--- src/rtl/refresh_timer_pkg.sv ---
package refresh_timer_pkg;

    // Scale selected by the temperature code
    typedef enum logic [2:0] {
        SCALE_QUARTER = 3'd0,
        SCALE_HALF    = 3'd1,
        SCALE_ONE     = 3'd2,
        SCALE_TWO     = 3'd3,
        SCALE_FOUR    = 3'd4
    } scale_e;

    // Smallest period the counter will run, in cycles
    localparam int unsigned MIN_PERIOD = 2;

endpackage

--- src/rtl/rit_code_decode.sv ---
module rit_code_decode
    import refresh_timer_pkg::*;
(
    input  logic [2:0] code_i,
    output scale_e     scale_o,
    output logic       undefined_o
);

    always_comb begin
        scale_o     = SCALE_QUARTER;
        undefined_o = 1'b0;
        case (code_i)
            3'b000:  scale_o = SCALE_FOUR;
            3'b001:  scale_o = SCALE_TWO;
            3'b011:  scale_o = SCALE_ONE;
            3'b010:  scale_o = SCALE_HALF;
            3'b110:  scale_o = SCALE_QUARTER;
            default: begin
                // undefined codes fall back to the fastest refresh rate
                scale_o     = SCALE_QUARTER;
                undefined_o = 1'b1;
            end
        endcase
    end

endmodule

--- src/rtl/rit_period_scale.sv ---
module rit_period_scale
    import refresh_timer_pkg::*;
#(
    parameter int unsigned BASE_W   = 16,
    parameter int unsigned PERIOD_W = BASE_W + 2
) (
    input  logic [BASE_W-1:0]   base_i,
    input  scale_e              scale_i,
    output logic [PERIOD_W-1:0] period_o
);

    localparam logic [PERIOD_W-1:0] FLOOR = PERIOD_W'(MIN_PERIOD);

    logic [PERIOD_W-1:0] base_ext;
    logic [PERIOD_W-1:0] raw_period;

    assign base_ext = PERIOD_W'(base_i);

    always_comb begin
        case (scale_i)
            SCALE_FOUR:    raw_period = base_ext << 2;
            SCALE_TWO:     raw_period = base_ext << 1;
            SCALE_ONE:     raw_period = base_ext;
            SCALE_HALF:    raw_period = base_ext >> 1;
            default:       raw_period = base_ext >> 2;
        endcase
        period_o = (raw_period < FLOOR) ? FLOOR : raw_period;
    end

endmodule

--- src/rtl/rit_interval_counter.sv ---
module rit_interval_counter
    import refresh_timer_pkg::*;
#(
    parameter int unsigned PERIOD_W = 18
) (
    input  logic                clk_i,
    input  logic                rst_ni,
    input  logic                enable_i,
    input  logic [PERIOD_W-1:0] period_i,
    output logic                pulse_o
);

    typedef struct packed {
        logic [PERIOD_W-1:0] count;
        logic                pulse;
    } cnt_state_t;

    cnt_state_t state_d, state_q;
    logic [PERIOD_W:0] next_count;

    always_comb begin
        state_d    = state_q;
        next_count = {1'b0, state_q.count} + 1'b1;
        if (!enable_i) begin
            state_d.count = '0;
            state_d.pulse = 1'b0;
        end else if (next_count >= {1'b0, period_i}) begin
            // period reached (or already passed after a shortening change)
            state_d.count = '0;
            state_d.pulse = 1'b1;
        end else begin
            state_d.count = next_count[PERIOD_W-1:0];
            state_d.pulse = 1'b0;
        end
    end

    always_ff @(posedge clk_i or negedge rst_ni) begin
        if (!rst_ni) begin
            state_q <= '0;
        end else begin
            state_q <= state_d;
        end
    end

    assign pulse_o = state_q.pulse;

    // pulse lasts exactly one cycle
    assert_single_pulse_R8: assert property (@(posedge clk_i) disable iff (!rst_ni)
        pulse_o |=> !pulse_o);

    // counter restarts from zero after each pulse
    assert_restart_R8: assert property (@(posedge clk_i) disable iff (!rst_ni)
        pulse_o |-> (state_q.count == '0));

    // disabled timer produces no pulse and holds its count
    assert_quiet_disabled_R9: assert property (@(posedge clk_i) disable iff (!rst_ni)
        !enable_i |=> (!pulse_o && state_q.count == '0));

endmodule

--- src/rtl/refresh_interval_timer.sv ---
module refresh_interval_timer
    import refresh_timer_pkg::*;
#(
    parameter int unsigned BASE_W = 16
) (
    input  logic              clk_i,
    input  logic              rst_ni,
    input  logic              enable_i,
    input  logic [BASE_W-1:0] base_interval_i,
    input  logic [2:0]        temp_code_i,
    output logic              refresh_due_o,
    output logic              code_error_o
);

    localparam int unsigned PERIOD_W = BASE_W + 2;

    typedef struct packed {
        logic code_err;
    } top_state_t;

    top_state_t          state_d, state_q;
    scale_e              scale;
    logic                code_undefined;
    logic [PERIOD_W-1:0] period;

    rit_code_decode u_decode (
        .code_i      (temp_code_i),
        .scale_o     (scale),
        .undefined_o (code_undefined)
    );

    rit_period_scale #(
        .BASE_W   (BASE_W),
        .PERIOD_W (PERIOD_W)
    ) u_scale (
        .base_i   (base_interval_i),
        .scale_i  (scale),
        .period_o (period)
    );

    rit_interval_counter #(
        .PERIOD_W (PERIOD_W)
    ) u_counter (
        .clk_i    (clk_i),
        .rst_ni   (rst_ni),
        .enable_i (enable_i),
        .period_i (period),
        .pulse_o  (refresh_due_o)
    );

    always_comb begin
        state_d          = state_q;
        state_d.code_err = code_undefined;
    end

    always_ff @(posedge clk_i or negedge rst_ni) begin
        if (!rst_ni) begin
            state_q <= '0;
        end else begin
            state_q <= state_d;
        end
    end

    assign code_error_o = state_q.code_err;

    // undefined codes raise the flag one cycle later
    assert_undef_flag_R7: assert property (@(posedge clk_i) disable iff (!rst_ni)
        (temp_code_i inside {3'b100, 3'b101, 3'b111}) |=> code_error_o);

    // defined codes clear the flag one cycle later
    assert_defined_clear_R7: assert property (@(posedge clk_i) disable iff (!rst_ni)
        (temp_code_i inside {3'b000, 3'b001, 3'b010, 3'b011, 3'b110}) |=> !code_error_o);

    // undefined codes use the quarter period; the scale never runs slower
    assert_undef_fastest_R7: assert property (@(posedge clk_i) disable iff (!rst_ni)
        code_undefined |-> (scale == SCALE_QUARTER));

endmodule

--- config.mk ---
export PLATFORM = sky130hd
export DESIGN_NAME = refresh_interval_timer
export DESIGN_NICKNAME = d
export VERILOG_FILES = /design/src/rtl/refresh_timer_pkg.sv /design/src/rtl/rit_code_decode.sv /design/src/rtl/rit_period_scale.sv /design/src/rtl/rit_interval_counter.sv /design/src/rtl/refresh_interval_timer.sv
export SDC_FILE = /design/constraint.sdc
export NUM_CORES = 1
export LEC_CHECK = 0
export BUFFER_PORTS_ARGS = -buffer_cell sky130_fd_sc_hd__buf_2
export CAP_MARGIN = 25
export CORE_ASPECT_RATIO = 0.7
export CORE_UTILIZATION = 50
export CTS_CLUSTER_DIAMETER = 200
export DETAILED_ROUTE_END_ITERATION = 8
export GPL_ROUTABILITY_DRIVEN = 0
export PLACE_DENSITY = 0.7
export REMOVE_ABC_BUFFERS = 1
export SLEW_MARGIN = 20
export SYNTH_ARGS = -nofsm -noshare
export SYNTH_HDL_FRONTEND = slang
export SYNTH_SLANG_ARGS = --single-unit
--- constraint.sdc ---
create_clock -name clk_i -period 4.2 [get_ports clk_i]
set_input_delay 0.63 -clock clk_i [delete_from_list [all_inputs] [get_ports clk_i]]
set_output_delay 0.63 -clock clk_i [all_outputs]
set_load 0.05 [all_outputs]
# Word level (Yosys, flattened, before mapping)
# Cells that the tools add are included.
# word_totals
ff_bits,20
inputBits,22
output_inout_bits,2
wordCells,22
# classes
n_addsub,1
magnitude_cmp,2
eq_ne,8
mux,6
reduce_logical,2
# op_table
operator,n
$pmux W18 S4,1
$mux W19,2
$add A18 B1 Y19 const B,1
$ge A19 B18 Y1,1
$lt A18 B2 Y1 const B,1
$mux W18,1
$eq A3 B2 Y1 const B,4
$pmux W3 S4,1
$eq A3 B1 Y1 const B,2
$eq A3 B3 Y1 const B,2
$reduce_or A5 Y1,1
$logic_not A3 Y1,1
$mux W1,1

# Depth between registers and ports, before layout
# logic_depth
ltp_word,9
depth_mapped,17
ltp_nobuf,13

# Cells and area by module
# A second synthesis with hierarchy kept.
# unflattened
cells_unflattened,293
hier_area_um2,2412.3
# by_module_without_submodules
mod,n_inst,cells_per_inst,area_per_inst_um2
rit_interval_counter,1,155,1452.6
rit_period_scale,1,131,902.1
rit_code_decode,1,6,32.5
refresh_interval_timer,1,1,25.0

# Least setup slack after synthesis
# No wires, ideal clock.
# synth_timing
path_kind,in2reg
startpoint,input port temp_code_i[0]
endpoint,register u_counter.state_q[10] (netlist bit)
setup_time_ns,0.122
arrival_time_ns,3.574
required_ns,4.078
path_slack_ns,0.505
path_stages,14
path_buffers,2
path_cell_list,buf_6 > mux4_2 > a2111oi_4 > nand3_1 > a2111oi_2 > nor2_1 > ha_1 > nor2b_1 > o21ai_0 > a21oi_1 > o41ai_1 > a31o_2 > buf_2 > nor2b_1
# synth_lines
element,line_no,text
from (decl),refresh_interval_timer.sv:10,"input logic [2:0] temp_code_i,"
to (signal assigned),rit_interval_counter.sv:41,state_q <= state_d;
to (decl),rit_interval_counter.sv:18,"cnt_state_t state_d, state_q;"

==> impl_metrics.ini <==
[yosys]
ys_warn_count = 0
synth_edf_count = 0
synth_compound_area_frac = 0.113
yosys.area_share.simple = 0.204
yosys.area.top_type = dfrtp_1
synth_top_family_by_area = multiplexers
ys_types = 40
synth.area.top_cells = dfrtp_1, ha_1, mux4_2, mux2i_1, nor2b_1
synth.top_cell.area_share = 0.247
synthArstFlopShare = 1.00
synth_most_common_cell = dfrtp_1
synthCells = 208
synth_area_mm2 = 0.00203
synthXorXnorAreaFrac = 0.0691
synthTopCellsByCount = dfrtp_1, ha_1, nor2b_1
seq_area_frac_synth = 0.247
synthAdderAreaFrac = 0.117
dominantRegCellSynth = dfrtp_1
synth-seq-cells = 20
synth_mux_area_frac = 0.215
syn-mean-instance-area_um2 = 9.76

[global_routing]
grt_pass1_wl_um = 7820
grt_pass1_vias = 1533
grt_overflow = 0
grt_start_max_net_pins = 21
grt_usage = 0.236
grt_antenna_before_repair = 0

[setup_path]
rr_startpoint = u_counter.state_q[1]$_DFF_PN0_
crit_chain = buf_2 > mux4_2 > a2111oi_4 > nand3_1 > a2111oi_2 > nor2_1 > ha_1 > nor2b_1 > o21ai_0 > a21oi_1 > o41ai_1 > a31o_2 > nor2b_1
worstSetupPathType = in2reg
rrSetupSlack_ps = 1190
worst-path-stages = 13
reg2reg_depth = 12
crit_required_ps = 4330
crit_end = u_counter.state_q[11]$_DFF_PN0_
critPathSlowestCell = mux4_2
endpoint_kind = flop
critPathLaunch = temp_code_i[0]
arrival_ps = 3990
path_buf_inv = 1
max_stage_delay_ps = 590
critical_path.top_delay_family = compound AO/OA/AOI/OAI gates
cpMostUsedCell = nor2b_1
r2r_end = u_counter.state_q[11]$_DFF_PN0_
crit_fanout = 18
start_kind = input pin

[timing]
setup_viol = 0
hold_violations = 0
rsz0062_at_grt = no
skew_ps = 3.51
tightest_slew_ps = 502
fmax_mhz = 259
slew_viol_final = 0
layout_setup_ws_ps = 340
holdWs_ps = 311
setup_tns_ps = 0
max_slew_margin = 0.663
period_share = 0.919
period_needed_ps = 3860

[placement]
preCtsSetupSlack_ps = 46.2
dp_hpwl_um = 3770
placed_area_mm2 = 0.00219
numPortBuffers = 23
placed_cells = 278

[status]
status = completed

[power_and_ir_drop]
vdd_drop_max_mv = 0.181
power_uw = 478
p_per_area_mw_per_mm2 = 212
power_leakage_nw = 1.05

[floorplan]
start_util = 0.549
die_area_mm2 = 0.00432
dieHeight_um = 55.3
io_pins = 24
core_mm2 = 0.00369
fp.dieW_um = 78.1
num_rows = 18

[cells_and_area]
fin_util = 0.609
final_cells = 282
antenna_cells = 0
design_area_mm2 = 0.00225
final_nets = 274
nFillCells = 332
syn2layout_area_growth_pct = 10.9
drive_above_1_share = 0.198

[routing]
drc_errors = 0
ant_nets = 0
dr.pass1.iters = 4
wl_per_cell_um = 16.6
wirelength_um = 4670
dr_total_vias = 1700
drt-vias-per-instance = 6.03
drtIter0Drc = 143

[clocking]
clk_latency_ps = 260
htreeDepth = 1
cts_tree = yes
cts_root_buffer = clkbuf_8
cts_made_buffers = 3
clock_path_buffers = 2
cts_resized = 0
cts.sinks = 20
holdBufCountCts = 0
postCtsSetupRepairBufs = 0
clkTransAtPathRegs_ps = 70

[worst_hold_path]
hp-class = in2async

[job]
max_cap_viol_count = 0
[report_power, final]
group / leakage [nW] / switching [mW] / internal (mW)
clock network: 0.0288 / 0.0633 / 0.0834
logic: 0.744 / 0.0746 / 0.0586
registers: 0.275 / 0.00242 / 0.195
[registers in the layout (all words and copies together), names as in the netlist]
| register | flops |
|---|---|
| code_error_o | 1 |
| u_counter.pulse_o | 1 |
| u_counter.state_q | 18 |
[cells in the final DEF (no fill, tap or decap), types with 2 or more instances in the layout]
| cell | Yosys | layout |
|---|---|---|
| nor2b_1 | 17 | 17 |
| clkbuf_8 | 0 | 4 |
| and3_1 | 3 | 3 |
| nand2_1 | 16 | 16 |
| mux4_1 | 3 | 3 |
| xnor2_1 | 8 | 8 |
| nor2_1 | 13 | 13 |
| a31oi_1 | 2 | 2 |
| inv_1 | 5 | 5 |
| dfrtp_1 | 20 | 20 |
| nand2b_1 | 3 | 3 |
| ha_1 | 19 | 19 |
| nor3_1 | 4 | 4 |
| buf_4 | 0 | 5 |
| nor4_1 | 4 | 4 |
| nand3_1 | 9 | 9 |
| mux2i_1 | 12 | 12 |
| a21oi_1 | 14 | 14 |
| o21ai_0 | 8 | 8 |
| and4_1 | 3 | 3 |
| xor2_1 | 8 | 8 |
| mux4_2 | 10 | 10 |
| buf_2 | 4 | 23 |
| nand4_1 | 4 | 4 |
[area by class of cell]
type                            instances  area [um^2]  area share
Clock buffer                            4         55.1      0.0245
Inverter                                6         22.5      0.0100
Multi-Input combinational cell        174         1460       0.647
Sequential cell                        20          500       0.222
Tap cell                               50         62.6      0.0278
Timing Repair Buffer                   28          153      0.0679
[per-layer routing]
layer / vias to the layer above / track usage / part of all wire / wire length (um)
li1: 832 / - / - / -
met1: 813 / 0.386 / 0.50 / 2350
met2: 51 / 0.311 / 0.41 / 1940
met3: 4 / 0.0612 / 0.076 / 357
met4: 0 / 0.0370 / 0.0045 / 21
met5: - / 0 / 0 / 0
[worst min path at each step]
stage,endpoint,slack [ps],depth (start not counted)
after floorplan,code_error_o$_DFF_PN0_,330,0
after global placement,u_counter.state_q[1]$_DFF_PN0_,500,1
after detailed placement,u_counter.state_q[1]$_DFF_PN0_,510,1
after CTS,u_counter.state_q[15]$_DFF_PN0_,320,1
after global routing,u_counter.state_q[15]$_DFF_PN0_,330,1
final,u_counter.state_q[10]$_DFF_PN0_,310,1
[cells by family after synthesis]
| group | count (synthesis) |
|---|---|
| buffers and inverters | 14 |
| adders and majority gates | 19 |
| xor gates and xnor gates | 16 |
| muxes | 26 |
| DFF | 20 |
| and+or+nand+nor | 79 |
| AOI/OAI and AO/OA | 34 |
Power figures use the tool's default switching activity.
